**src/rtl/cart_mapper.sv**
```systemverilog
module cart_mapper #(
  parameter int PRG_BANK_W = 4
) (
  input  logic                    clk,
  input  logic                    rst_n,
  input  logic [15:0]             cpu_addr,
  input  logic [3:0]              cpu_data,
  input  logic                    cpu_we,
  input  logic                    cpu_rw,
  input  logic [12:0]             ppu_addr,
  output logic [PRG_BANK_W+12:0]  prg_addr,
  output logic [16:0]             chr_addr,
  output logic                    ciram_a10
);
  localparam int NCHR = 8;
  localparam logic [PRG_BANK_W-1:0] BANK_LAST = '1;
  localparam logic [PRG_BANK_W-1:0] BANK_PREV = BANK_LAST - 1'b1;

  logic [PRG_BANK_W-1:0] prg_lo_q, prg_hi_q;
  logic [1:0]            mir_q;
  logic [7:0]            chr_q [NCHR];

  wire       wr_ok   = cpu_we & ~cpu_rw & cpu_addr[15] & (cpu_addr[11:2] == 10'd0);
  wire [3:0] page    = cpu_addr[15:12];
  wire       wr_plo  = wr_ok & (page == 4'h8);
  wire       wr_mir  = wr_ok & (page == 4'h9);
  wire       wr_phi  = wr_ok & (page == 4'hA);
  wire       wr_chr  = wr_ok & (page >= 4'hB) & (page <= 4'hE);
  wire [3:0] pair    = page - 4'hB;
  wire [2:0] chr_sel = {pair[1:0], cpu_addr[0]};

  always_ff @(posedge clk or negedge rst_n) begin
    if (!rst_n) begin
      prg_lo_q <= '0;
      prg_hi_q <= '0;
      mir_q    <= 2'd0;
    end else begin
      if (wr_plo) prg_lo_q <= PRG_BANK_W'(cpu_data);
      if (wr_phi) prg_hi_q <= PRG_BANK_W'(cpu_data);
      if (wr_mir) mir_q    <= cpu_data[1:0];
    end
  end

  for (genvar i = 0; i < NCHR; i++) begin : g_chr
    wire hit = wr_chr & (chr_sel == 3'(i));
    always_ff @(posedge clk or negedge rst_n) begin
      if (!rst_n) chr_q[i] <= 8'd0;
      else if (hit) begin
        if (cpu_addr[1]) chr_q[i][7:4] <= cpu_data;
        else             chr_q[i][3:0] <= cpu_data;
      end
    end

    a_r4_keep_high: assert property (@(posedge clk) disable iff (!rst_n)
      (hit && !cpu_addr[1]) |=> (chr_q[i][7:4] == $past(chr_q[i][7:4])));
    a_r4_keep_low: assert property (@(posedge clk) disable iff (!rst_n)
      (hit && cpu_addr[1]) |=> (chr_q[i][3:0] == $past(chr_q[i][3:0])));
  end

  logic [PRG_BANK_W-1:0] prg_bank;
  always_comb begin
    case (cpu_addr[14:13])
      2'b00:   prg_bank = prg_lo_q;
      2'b01:   prg_bank = prg_hi_q;
      2'b10:   prg_bank = BANK_PREV;
      default: prg_bank = BANK_LAST;
    endcase
  end
  assign prg_addr = {prg_bank, cpu_addr[12:0]};

  wire [7:0] chr_cur = chr_q[ppu_addr[12:10]];
  assign chr_addr = {chr_cur[7:1], ppu_addr[9:0]};

  always_comb begin
    case (mir_q)
      2'd0:    ciram_a10 = ppu_addr[10];
      2'd1:    ciram_a10 = ppu_addr[11];
      2'd2:    ciram_a10 = 1'b0;
      default: ciram_a10 = 1'b1;
    endcase
  end

  a_r1_low_bank_load: assert property (@(posedge clk) disable iff (!rst_n)
    wr_plo |=> (prg_lo_q == PRG_BANK_W'($past(cpu_data))));
  a_r8_ignore_unqualified: assert property (@(posedge clk) disable iff (!rst_n)
    (!cpu_we || cpu_rw || !cpu_addr[15]) |=>
      ($stable(prg_lo_q) && $stable(prg_hi_q) && $stable(mir_q)));
  a_r6_fixed_top: assert property (@(posedge clk) disable iff (!rst_n)
    (cpu_addr[14:13] == 2'b11) |-> (prg_addr[PRG_BANK_W+12:13] == BANK_LAST));
  a_r3_single_screen: assert property (@(posedge clk) disable iff (!rst_n)
    (mir_q[1]) |-> (ciram_a10 == mir_q[0]));
endmodule

```
**config.mk**
```make
export PLATFORM = sky130hd
export DESIGN_NAME = cart_mapper
export DESIGN_NICKNAME = d
export VERILOG_FILES = /design/src/rtl/cart_mapper.sv
export SDC_FILE = /design/constraint.sdc
export NUM_CORES = 1
export LEC_CHECK = 0
export ABC_AREA = 1
export ABC_CLOCK_PERIOD_IN_PS = 1300
export CAP_MARGIN = 20
export CORE_UTILIZATION = 30
export CTS_CLUSTER_SIZE = 20
export DETAILED_ROUTE_END_ITERATION = 7
export MAX_ROUTING_LAYER = met4
export PLACE_DENSITY = 0.49
export SLEW_MARGIN = 25
export SYNTH_ARGS = -nofsm -noshare
export SYNTH_HDL_FRONTEND = slang
export SYNTH_SLANG_ARGS = --single-unit
```
**constraint.sdc**
```tcl
create_clock -name clk -period 1.3 [get_ports clk]
set_input_delay 0.195 -clock clk [delete_from_list [all_inputs] [get_ports clk]]
set_output_delay 0.195 -clock clk [all_outputs]
set_load 0.01 [all_outputs]
```
==> results.json, run 1 <==
{
  "status": "complete, but fails checks",
  "violated_checks": "setup timing",
  "grt_setup_unrepaired": "true",
  "clock_latency_ns": 0.33,
  "ioPinCount": 72,
  "grt_start_max_net_pins": 67,
  "mappedNetlistArea_mm2": 0.003730,
  "total_switching_power_w": 0.001251,
  "multi_input_comb_area_mm2": 0.001847,
  "die_h_um": 113.5,
  "yosys.area_share.xor_xnor_pct": 0,
  "synthDominantCellAreaShare_pct": 44.28,
  "cpMaxStageDelayCell": "sky130_fd_sc_hd__dfrtp_1",
  "met3WireLength_um": 492,
  "synth_area_leaders": "sky130_fd_sc_hd__dfrtp_1 (44%), sky130_fd_sc_hd__nand2_1 (15%), sky130_fd_sc_hd__nand3_1 (8.6%)",
  "synthMuxAreaShare_pct": 3.757,
  "synthesis_stage_register_bit_count": 66,
  "critPathMostFrequentCell": "sky130_fd_sc_hd__nand2_1",
  "coreArea_mm2": 0.01206,
  "finalNetCount": 625,
  "post_synth_and_or_nand_nor_area_fraction_pct": 33.61,
  "seq_power_share_pct": 39.9,
  "final_core_utilization_pct": 44.65,
  "drive_gt1_share_pct": 31.46,
  "slew-limit-headroom_pct": 75.64,
  "final-setup-viol-count": 8,
  "antenna_violating_nets_post_route": 0,
  "cp_top_family": "flip-flops",
  "drt-wirelength-per-cell_um": 14.88,
  "power.share.combinational_pct": 14.1,
  "wl_met1_um": 5134,
  "route.vias.total": 3561,
  "avgViaCountPerCell": 4.710,
  "final-hold-violation-count": 0,
  "setup.worst_path.start_class": "flop",
  "wire_length_of_the_first_global_routing_pass_um": 17930,
  "cts.reportedPaths.clkPinSlew_ns": 0.05,
  "switching_share_pct": 24.24,
  "dominant_combinational_cell_family_by_area_after_synthesis": "simple AND/OR/NAND/NOR gates",
  "layoutNonFillerInstCount": 756,
  "min-delay-path-class": "input port to primary output",
  "synth_largest_area_cell": "sky130_fd_sc_hd__dfrtp_1",
  "fp_rows": 40,
  "cts_tree": "yes",
  "most_frequent_cells_after_synthesis": "sky130_fd_sc_hd__nand2_1 (150), sky130_fd_sc_hd__dfrtp_1 (66), sky130_fd_sc_hd__nand3_1 (64)",
  "top_signal_layer_used": "met4",
  "final_worst_path_setup_slack_ns": -0.1684,
  "ant_diodes": 0,
  "firstDrtPassIters": 4,
  "grt.overflow.total": 0,
  "vdd_drop_max_mv": 0.5480,
  "synth_flop_cell": "sky130_fd_sc_hd__dfrtp_1",
  "max_cap_violations": 0,
  "power.density_mw_per_mm2": 958.4,
  "synth_adder_area_share_pct": 1.342,
  "cts_max_path_buffers": 2,
  "grt_antenna_before_repair": 0,
  "path_buf_inv": 1,
  "dp_hpwl_um": 7980,
  "routed_wl_um": 11250,
  "fin_crit_sh_pct": 113.0,
  "p_clk_share_pct": 46.1,
  "synth_most_common_cell": "sky130_fd_sc_hd__nand2_1",
  "met2_wirelength_um": 5502,
  "timing_max_transition_violations_final": 0,
  "die_x_um": 113.5,
  "cts.htree.levels": 3,
  "synthesis.nets": 518,
  "sequential_cell_area_mm2": 0.001652,
  "clk_root_buffer_cell": "sky130_fd_sc_hd__clkbuf_16",
  "fmax_mhz": 681.0,
  "routabilityCongestion": 0.7909,
  "initial_utilization_pct": 30.92,
  "first_global_vias": 3525,
  "clock_skew_ns": 0,
  "max_stage_delay_ns": 0.40,
  "timing.setup.critical_path_class": "flop to primary output",
  "netlist_instances": 477,
  "required_ns": 1.11,
  "syn-mean-instance-area_um2": 7.819,
  "die_area_mm2": 0.01288,
  "synth_compound_area_share_pct": 6.676,
  "synth.distinct_cells": 24,
  "cts_buffers": 9,
  "static-leakage-power_nw": 2.795,
  "place_inst": 720,
  "numPortBuffers": 51,
  "drt_iter0_drc": 173,
  "synth_enable_flop_cells": 0,
  "global_router_s_overall_resource_usage_pct": 18.74,
  "seq_area_frac_synth_pct": 44.28,
  "worst_slew_pin_slew_ns": 0.3653,
  "critPathCaptureType": "primary output",
  "fillCellCount": 1221,
  "crit_fanout": 2,
  "drc_errors": 0,
  "synth_warn": 0,
  "path_cells": "mux2i_1 > o22ai_1 > nand2_1 > nand2_1 > buf_2",
  "syn2layout_area_growth_pct": 44.38,
  "clock-sinks": 66,
  "fin_crit_ns": 1.468,
  "timing.critical_path.arrival_ns": 1.27,
  "cellInternalPower_w": 0.003910,
  "ys_async_rst_share_pct": 100.0
}
-- path summary, 6_finish.rpt --
kind                                  startpoint                    end  slack, ns  cells past startpoint
setup reg to reg           chr_q[60]$_DFFE_PN0P_  chr_q[60]$_DFFE_PN0P_       0.46                      4
min in group asynchronous                  rst_n   chr_q[9]$_DFFE_PN0P_       0.42                      3
hold reg to reg             chr_q[9]$_DFFE_PN0P_   chr_q[9]$_DFFE_PN0P_       0.47                      2
setup / recovery           chr_q[61]$_DFFE_PN0P_           chr_addr[14]      -0.17                      5
max in group asynchronous                  rst_n  chr_q[60]$_DFFE_PN0P_       0.59                      3
hold / removal                       ppu_addr[7]            chr_addr[7]       0.39                      0
-- repair_timing --
action                                  CTS  global route
pin swaps                                31            37
hold buffers                              1             0
buffers inserted                          8            10
cloned                                    2             1
endpoints found under the hold margin    66             0
endpoints found under the setup margin   91            66
gates resized for setup                 122            46
-- layer usage --
| metal | GRT usage [%] | vias to the layer above |
|---|---|---|
| met1 | 23.11 | 1707 |
| met3 | 4.516 | 9 |
| met5 | - | - |
| met4 | 4.211 | 0 |
| li1 | - | 1764 |
| met2 | 31.06 | 81 |
-- per-stage QoR --
stage | power, W | hold slack [ns] | worst slack (ns) | setup TNS, ns | cell area [µm²]
3_5_place_dp | 0.002776 | 0.2468 | -0.9430 | -58.43 | 4857
6_report | 0.005161 | 0.3900 | -0.1684 | -1.003 | 5385
5_1_grt | 0.005372 | 0.3900 | -0.2424 | -1.552 | 5385
4_1_cts | 0.005172 | 0.3901 | -0.1900 | -1.161 | 5266
2_1_floorplan | 0.002408 | -0.1006 | -0.0002521 | -0.001665 | 3765
3_3_place_gp | 0.002772 | 0.2454 | -0.9215 | -56.63 | 4857
-- flip-flops by register name, indices dropped and copies added (netlist names) --
register,count
chr_q,56
mir_q,2
prg_hi_q,4
prg_lo_q,4
-- cells in the final DEF (no fill, tap or decap), types with 5 or more instances in the layout --
cell type,count
sky130_fd_sc_hd__nand2_1,146
sky130_fd_sc_hd__buf_4,71
sky130_fd_sc_hd__dfrtp_1,66
sky130_fd_sc_hd__nand3_1,53
sky130_fd_sc_hd__inv_1,23
sky130_fd_sc_hd__nor2_1,20
sky130_fd_sc_hd__o22ai_1,16
sky130_fd_sc_hd__buf_2,16
sky130_fd_sc_hd__clkdlybuf4s50_1,16
sky130_fd_sc_hd__mux2i_1,14
sky130_fd_sc_hd__o21ai_0,14
sky130_fd_sc_hd__nand4_1,14
sky130_fd_sc_hd__clkbuf_2,13
sky130_fd_sc_hd__nor2_4,12
sky130_fd_sc_hd__nand3_2,11
sky130_fd_sc_hd__buf_12,11
sky130_fd_sc_hd__o21ai_1,10
sky130_fd_sc_hd__clkbuf_16,10
sky130_fd_sc_hd__buf_6,8
sky130_fd_sc_hd__inv_2,5
-- area by class of cell --
type	count	area share, %
multi-input combinational	334	34.29
sequential	66	30.67
tap	168	3.903
clock inverter	3	0.7435
timing repair buffer	144	23.70
clock buffer	12	4.577
inverter	29	2.114
-- kinds of logic (layout without fill, tap and decap cells) --
kind of cell,after synthesis,count (layout)
and+or+nand+nor,271,271
buffers and inverters,77,188
DFF,66,66
AOI/OAI and AO/OA,45,45
muxes,14,14
adders and majority gates,4,4
-- power groups by stage --
stage / Combinational (W) / Clock [W] / Sequential [W]
6_report: 0.000726 / 0.00238 / 0.00206
5_1_grt: 0.000785 / 0.00253 / 0.00205
4_1_cts: 0.000688 / 0.00243 / 0.00206
3_5_place_dp: 0.000684 / 0 / 0.00209
3_3_place_gp: 0.000680 / 0 / 0.00209
2_1_floorplan: 0.000315 / 0 / 0.00209
-- worst reg2reg max path: cells and delay by family (launching register included) --
family | cells | cell delay (ns)
buf+inv | 2 | 0.25
simple gates | 2 | 0.10
flops | 1 | 0.38
(Power assumes the default switching activity.)
==> run 2: changes to the inputs <==
--- a/config.mk
+++ b/config.mk
@@ -8,6 +8,7 @@
 export ABC_AREA = 1
 export ABC_CLOCK_PERIOD_IN_PS = 1300
 export CAP_MARGIN = 20
+export CORE_MARGIN = 2
 export CORE_UTILIZATION = 30
 export CTS_CLUSTER_SIZE = 20
 export DETAILED_ROUTE_END_ITERATION = 7
==> results.json, run 2 (same netlist as run 1, synthesis figures left out) <==
{
  "status": "complete, but fails checks",
  "violated_checks": "setup timing",
  "path_cells": "mux2i_1 > o22ai_1 > nand2_1 > nand2_1 > buf_2",
  "cts_max_path_buffers": 2,
  "die_area_mm2": 0.01334,
  "global_router_s_overall_resource_usage_pct": 18.28,
  "vdd_drop_max_mv": 0.4265,
  "wire_length_of_the_first_global_routing_pass_um": 18260,
  "max_stage_delay_ns": 0.39,
  "final-hold-violation-count": 0,
  "cellInternalPower_w": 0.004114,
  "drt_iter0_drc": 229,
  "timing.critical_path.arrival_ns": 1.30,
  "place_ws_ns": -0.9889,
  "numPortBuffers": 51,
  "grt_setup_unrepaired": "true",
  "grt_use_met2_pct": 30.37,
  "slew-limit-headroom_pct": 75.03,
  "initial_utilization_pct": 30.92,
  "static-leakage-power_nw": 2.771,
  "ant_diodes": 0,
  "min-delay-path-class": "input port to primary output",
  "grt.overflow.total": 0,
  "groute.layer.met1.usage_pct": 23.06,
  "cts.reportedPaths.clkPinSlew_ns": 0.05,
  "routabilityCongestion": 0.8081,
  "routed_wl_um": 11200,
  "cpMaxStageDelayCell": "sky130_fd_sc_hd__dfrtp_1",
  "seq_power_share_pct": 37.6,
  "clock-sinks": 66,
  "drc_errors": 0,
  "cp_top_family": "flip-flops",
  "fin_crit_sh_pct": 114.8,
  "layout_commonest_cell": "sky130_fd_sc_hd__nand2_1",
  "critPathMostFrequentCell": "sky130_fd_sc_hd__nand2_1",
  "cts_buffers": 9,
  "worst_slew_pin_slew_ns": 0.3746,
  "final_worst_path_setup_slack_ns": -0.1926,
  "most-common-layout-cells": "sky130_fd_sc_hd__nand2_1 (144), sky130_fd_sc_hd__buf_4 (67), sky130_fd_sc_hd__dfrtp_1 (66)",
  "setup.worst_path.start_class": "flop",
  "avgViaCountPerCell": 4.708,
  "grt-busiest-layer": "met2",
  "critPathCaptureType": "primary output",
  "first_global_vias": 3479,
  "grt_start_max_net_pins": 67,
  "fp_rows": 40,
  "drt-wirelength-per-cell_um": 14.92,
  "timing.setup.critical_path_class": "flop to primary output",
  "fmax_mhz": 670.0,
  "finalNetCount": 619,
  "detailed_place.area_mm2": 0.004840,
  "p_clk_share_pct": 48.9,
  "total_switching_power_w": 0.001350,
  "cts.htree.levels": 3,
  "syn2layout_area_growth_pct": 46.56,
  "grt_antenna_before_repair": 0,
  "dp_hpwl_um": 7798,
  "die_h_um": 115.5,
  "path_buf_inv": 1,
  "switching_share_pct": 24.71,
  "crit_fanout": 2,
  "route.vias.total": 3536,
  "required_ns": 1.11,
  "fin_crit_ns": 1.493,
  "max_cap_violations": 0,
  "clock_latency_ns": 0.34,
  "layoutNonFillerInstCount": 751,
  "drive_gt1_share_pct": 32.76,
  "coreArea_mm2": 0.01206,
  "fillCellCount": 1241,
  "largest_reg_flops": 56,
  "firstDrtPassIters": 4,
  "power.density_mw_per_mm2": 999.7,
  "whs_ns": 0.3900,
  "layout_cell_area_excl_fill_mm2": 0.005466,
  "clk_root_buffer_cell": "sky130_fd_sc_hd__clkbuf_16",
  "final-setup-viol-count": 8,
  "ioPinCount": 72,
  "cts_tree": "yes",
  "largest-register": "chr_q",
  "globalRouteMet3Util_pct": 3.713,
  "die_x_um": 115.5,
  "biggestRegsByFlops": "chr_q: 56 flops, prg_hi_q: 4 flops, prg_lo_q: 4 flops",
  "timing_max_transition_violations_final": 0,
  "clock_skew_ns": 0,
  "antenna_violating_nets_post_route": 0,
  "place_inst": 716,
  "power.share.combinational_pct": 13.5
}
[run 2: cell types whose count changed in the layout (fill, tap and decap cells not counted), sizes merged]
cell | previous run | this run
clkbuf | 26 | 19
clkdlybuf4s15 | 1 | 6
dlymetal6s2s | 0 | 1
bufinv | 1 | 2
buf | 107 | 101
clkinvlp | 0 | 1
[run 2: layout make-up]
class                      count  area [µm²]  area share [%]
multi-input combinational    334        1916           35.04
clock buffer                  11       242.7           4.440
inverter                      29       113.9           2.083
tap                          168       210.2           3.845
sequential                    66        1652           30.21
clock inverter                 5       77.57           1.419
timing repair buffer         138        1255           22.96
[run 2: power by group through the flow]
| stage | Clock (W) | Sequential [W] | Combinational (W) |
|---|---|---|---|
| floorplan | 0 | 0.00209 | 0.000315 |
| detailed placement | 0 | 0.00209 | 0.000689 |
| finish | 0.00267 | 0.00206 | 0.000736 |
| CTS | 0.00270 | 0.00206 | 0.000710 |
| global placement | 0 | 0.00209 | 0.000685 |
| global route | 0.00277 | 0.00205 | 0.000795 |
[run 2: metal layers]
layer	part of all wire, %	up-vias
met2	49	90
met5	0	-
met1	44	1663
li1	-	1762
met3	4.9	21
met4	1.5	0
[run 2: worst reg2reg max path, stage by stage, from the launching register on]
cell and delay (ns):
sky130_fd_sc_hd__dfrtp_1 0.38, sky130_fd_sc_hd__buf_4 0.14, sky130_fd_sc_hd__nand2_1 0.05, sky130_fd_sc_hd__o21ai_0 0.07
[run 2: final timing paths]
path | start | endpoint | slack, ns | cells past startpoint
max | chr_q[63]$_DFFE_PN0P_ | chr_addr[16] | -0.19 | 5
min | ppu_addr[3] | chr_addr[3] | 0.39 | 0
max reg2reg | mir_q[0]$_DFFE_PN0P_ | mir_q[0]$_DFFE_PN0P_ | 0.54 | 3
min reg2reg | chr_q[21]$_DFFE_PN0P_ | chr_q[21]$_DFFE_PN0P_ | 0.47 | 2
max in group asynchronous | rst_n | chr_q[41]$_DFFE_PN0P_ | 0.59 | 3
min in group asynchronous | rst_n | chr_q[10]$_DFFE_PN0P_ | 0.40 | 3
[run 2: repair_timing]
item	CTS	global route
hold endpoints to repair	66	0
pin swaps	36	40
gates resized for setup	118	52
setup buffers	12	5
gates cloned	2	0
setup endpoints to repair	91	73
hold buffers	1	0
[run 2: through the flow]
| step | total power [W] | util [%] | setup TNS (ns) |
|---|---|---|---|
| after floorplan | 0.002408 | - | -0.001665 |
| after global placement | 0.002777 | 40.12 | -58.86 |
| after detailed placement | 0.002781 | 40.12 | -59.06 |
| after CTS | 0.005469 | 44.62 | -1.287 |
| after global routing | 0.005619 | 45.32 | -1.606 |
| final | 0.005465 | 45.32 | -1.108 |
==> run 3: changes to the inputs <==
--- a/config.mk
+++ b/config.mk
@@ -12,6 +12,7 @@
 export CORE_UTILIZATION = 30
 export CTS_CLUSTER_SIZE = 20
 export DETAILED_ROUTE_END_ITERATION = 7
+export GPL_TIMING_DRIVEN = 0
 export MAX_ROUTING_LAYER = met4
 export PLACE_DENSITY = 0.49
 export SLEW_MARGIN = 25
==> results.json, run 3 (same netlist as run 1, synthesis figures left out) <==
{
  "status": "complete, but fails checks",
  "violated_checks": "setup timing",
  "initial_utilization_pct": 30.92,
  "coreArea_mm2": 0.01206,
  "grt_setup_unrepaired": "true",
  "routed_wl_um": 11830,
  "die_area_mm2": 0.01334,
  "clock_latency_ns": 0.33,
  "drt_iter0_drc": 213,
  "timing.rr.end": "chr_q[31]$_DFFE_PN0P_",
  "biggestRegsByFlops": "chr_q: 56 flops, prg_hi_q: 4 flops, prg_lo_q: 4 flops",
  "clock_skew_ns": 0,
  "fin_crit_ns": 1.507,
  "cts_buffers": 9,
  "syn2layout_area_growth_pct": 44.72,
  "grt_antenna_before_repair": 0,
  "fmax_mhz": 663.5,
  "drc_errors": 0,
  "cts.htree.levels": 3,
  "worst_slew_pin_slew_ns": 0.7398,
  "setup.reg_to_reg.worst_slack_ns": 0.46,
  "largest-register": "chr_q",
  "firstDrtPassIters": 4,
  "crit_fanout": 2,
  "timing.setup.critical_path_class": "flop to primary output",
  "wire_length_of_the_first_global_routing_pass_um": 19010,
  "route.vias.total": 3569,
  "min-delay-path-class": "input port to asynchronous set/reset pin",
  "vdd_drop_max_mv": 0.5401,
  "grt_start_max_net_pins": 49,
  "clk_root_buffer_cell": "sky130_fd_sc_hd__clkbuf_16",
  "routabilityCongestion": 0.8472,
  "cts.reportedPaths.clkPinSlew_ns": 0.06,
  "grt.overflow.total": 0,
  "ioPinCount": 72,
  "required_ns": 1.11,
  "cts_max_path_buffers": 2,
  "r2r_cells": 4,
  "fp_rows": 40,
  "global_router_s_overall_resource_usage_pct": 19.35,
  "timing_max_transition_violations_final": 0,
  "final-hold-violation-count": 0,
  "critPathCaptureType": "primary output",
  "setup.worst_path.start_class": "flop",
  "layout_commonest_cell": "sky130_fd_sc_hd__nand2_1",
  "final_worst_path_setup_slack_ns": -0.2072,
  "final-setup-viol-count": 8,
  "ant_diodes": 0,
  "timing.critical_path.arrival_ns": 1.31,
  "finalNetCount": 617,
  "die_x_um": 115.5,
  "place_inst": 700,
  "cts_tree": "yes",
  "power.density_mw_per_mm2": 980.9,
  "dp_hpwl_um": 8115,
  "drive_gt1_share_pct": 31.72,
  "antenna_violating_nets_post_route": 0,
  "max_cap_violations": 0,
  "drt-wirelength-per-cell_um": 15.82,
  "avgViaCountPerCell": 4.771,
  "slew-limit-headroom_pct": 50.68,
  "largest_reg_flops": 56,
  "static-leakage-power_nw": 2.674,
  "layoutNonFillerInstCount": 748,
  "die_h_um": 115.5,
  "r2r_start": "chr_q[31]$_DFFE_PN0P_",
  "clock-sinks": 66,
  "finalSetupTns_ns": -1.264,
  "first_global_vias": 3545,
  "most-common-layout-cells": "sky130_fd_sc_hd__nand2_1 (145), sky130_fd_sc_hd__dfrtp_1 (66), sky130_fd_sc_hd__buf_4 (48)",
  "fin_crit_sh_pct": 115.9,
  "numPortBuffers": 54
}
## run 3: worst max-delay path by stage
stage / end / cells after the start / startpoint
6_report: chr_addr[11] / 5 / chr_q[18]$_DFFE_PN0P_
5_1_grt: chr_addr[12] / 5 / chr_q[51]$_DFFE_PN0P_
4_1_cts: chr_addr[11] / 5 / chr_q[26]$_DFFE_PN0P_
3_5_place_dp: chr_addr[10] / 8 / ppu_addr[10]
3_3_place_gp: prg_lo_q[2]$_DFFE_PN0P_ / 1 / rst_n
2_1_floorplan: chr_q[57]$_DFFE_PN0P_ / 7 / cpu_addr[12]
## run 3: area by class of cell
class                   instances  area (µm²)
clock buffers                  13       270.3
flip-flops and latches         66        1652
well taps                     168       210.2
repair buffers                 87       785.8
plain buffers                  48       326.6
multi-input cells             335        2002
clock inverters                 2       35.03
inverters                      29       116.4
fillers                      1198        6664
## run 3: worst max-delay path, cell delays in order, from the launching register on
cell	delay (ns)
sky130_fd_sc_hd__dfrtp_1	0.41
sky130_fd_sc_hd__mux2i_4	0.16
sky130_fd_sc_hd__o22ai_1	0.09
sky130_fd_sc_hd__nand2_1	0.13
sky130_fd_sc_hd__nand2_1	0.06
sky130_fd_sc_hd__buf_2	0.13
## run 3: where the power goes
| group | internal [W] | switching [W] | total, W |
|---|---|---|---|
| combinational | 0.000312 | 0.000429 | 0.000740 |
| sequential | 0.00206 | 0.000000185 | 0.00206 |
| clock | 0.00163 | 0.000870 | 0.00250 |
## run 3: metal layers
metal	up-vias	routed length, µm	track usage, %
li1	1754	-	-
met1	1706	5306	24.96
met2	97	5712	31.46
met3	12	659	3.295
met4	0	153	5.382
met5	-	0	-
## run 3: what timing repair did
| action | CTS | global route |
|---|---|---|
| gates resized for setup | 153 | 63 |
| hold endpoints to repair | 18 | 0 |
| pin swaps | 45 | 26 |
| hold buffers | 1 | 0 |
| buffers inserted | 19 | 10 |
| gates cloned | 3 | 0 |
| endpoints found under the setup margin | 90 | 73 |
## run 3: stage by stage
step | power (W) | worst slack [ns] | cell area, µm² | utilization, % | hold slack, ns
6_report | 0.005295 | -0.2072 | 5398 | 44.75 | 0.2911
5_1_grt | 0.005493 | -0.2454 | 5398 | 44.75 | 0.3170
4_1_cts | 0.005295 | -0.2146 | 5209 | 43.18 | 0.3010
3_5_place_dp | 0.002746 | -1.294 | 4541 | 37.65 | 0.09588
3_3_place_gp | 0.002734 | -2.265 | 4516 | 37.44 | 0.4511
2_1_floorplan | 0.002408 | -0.0002521 | 3765 | - | -0.1006
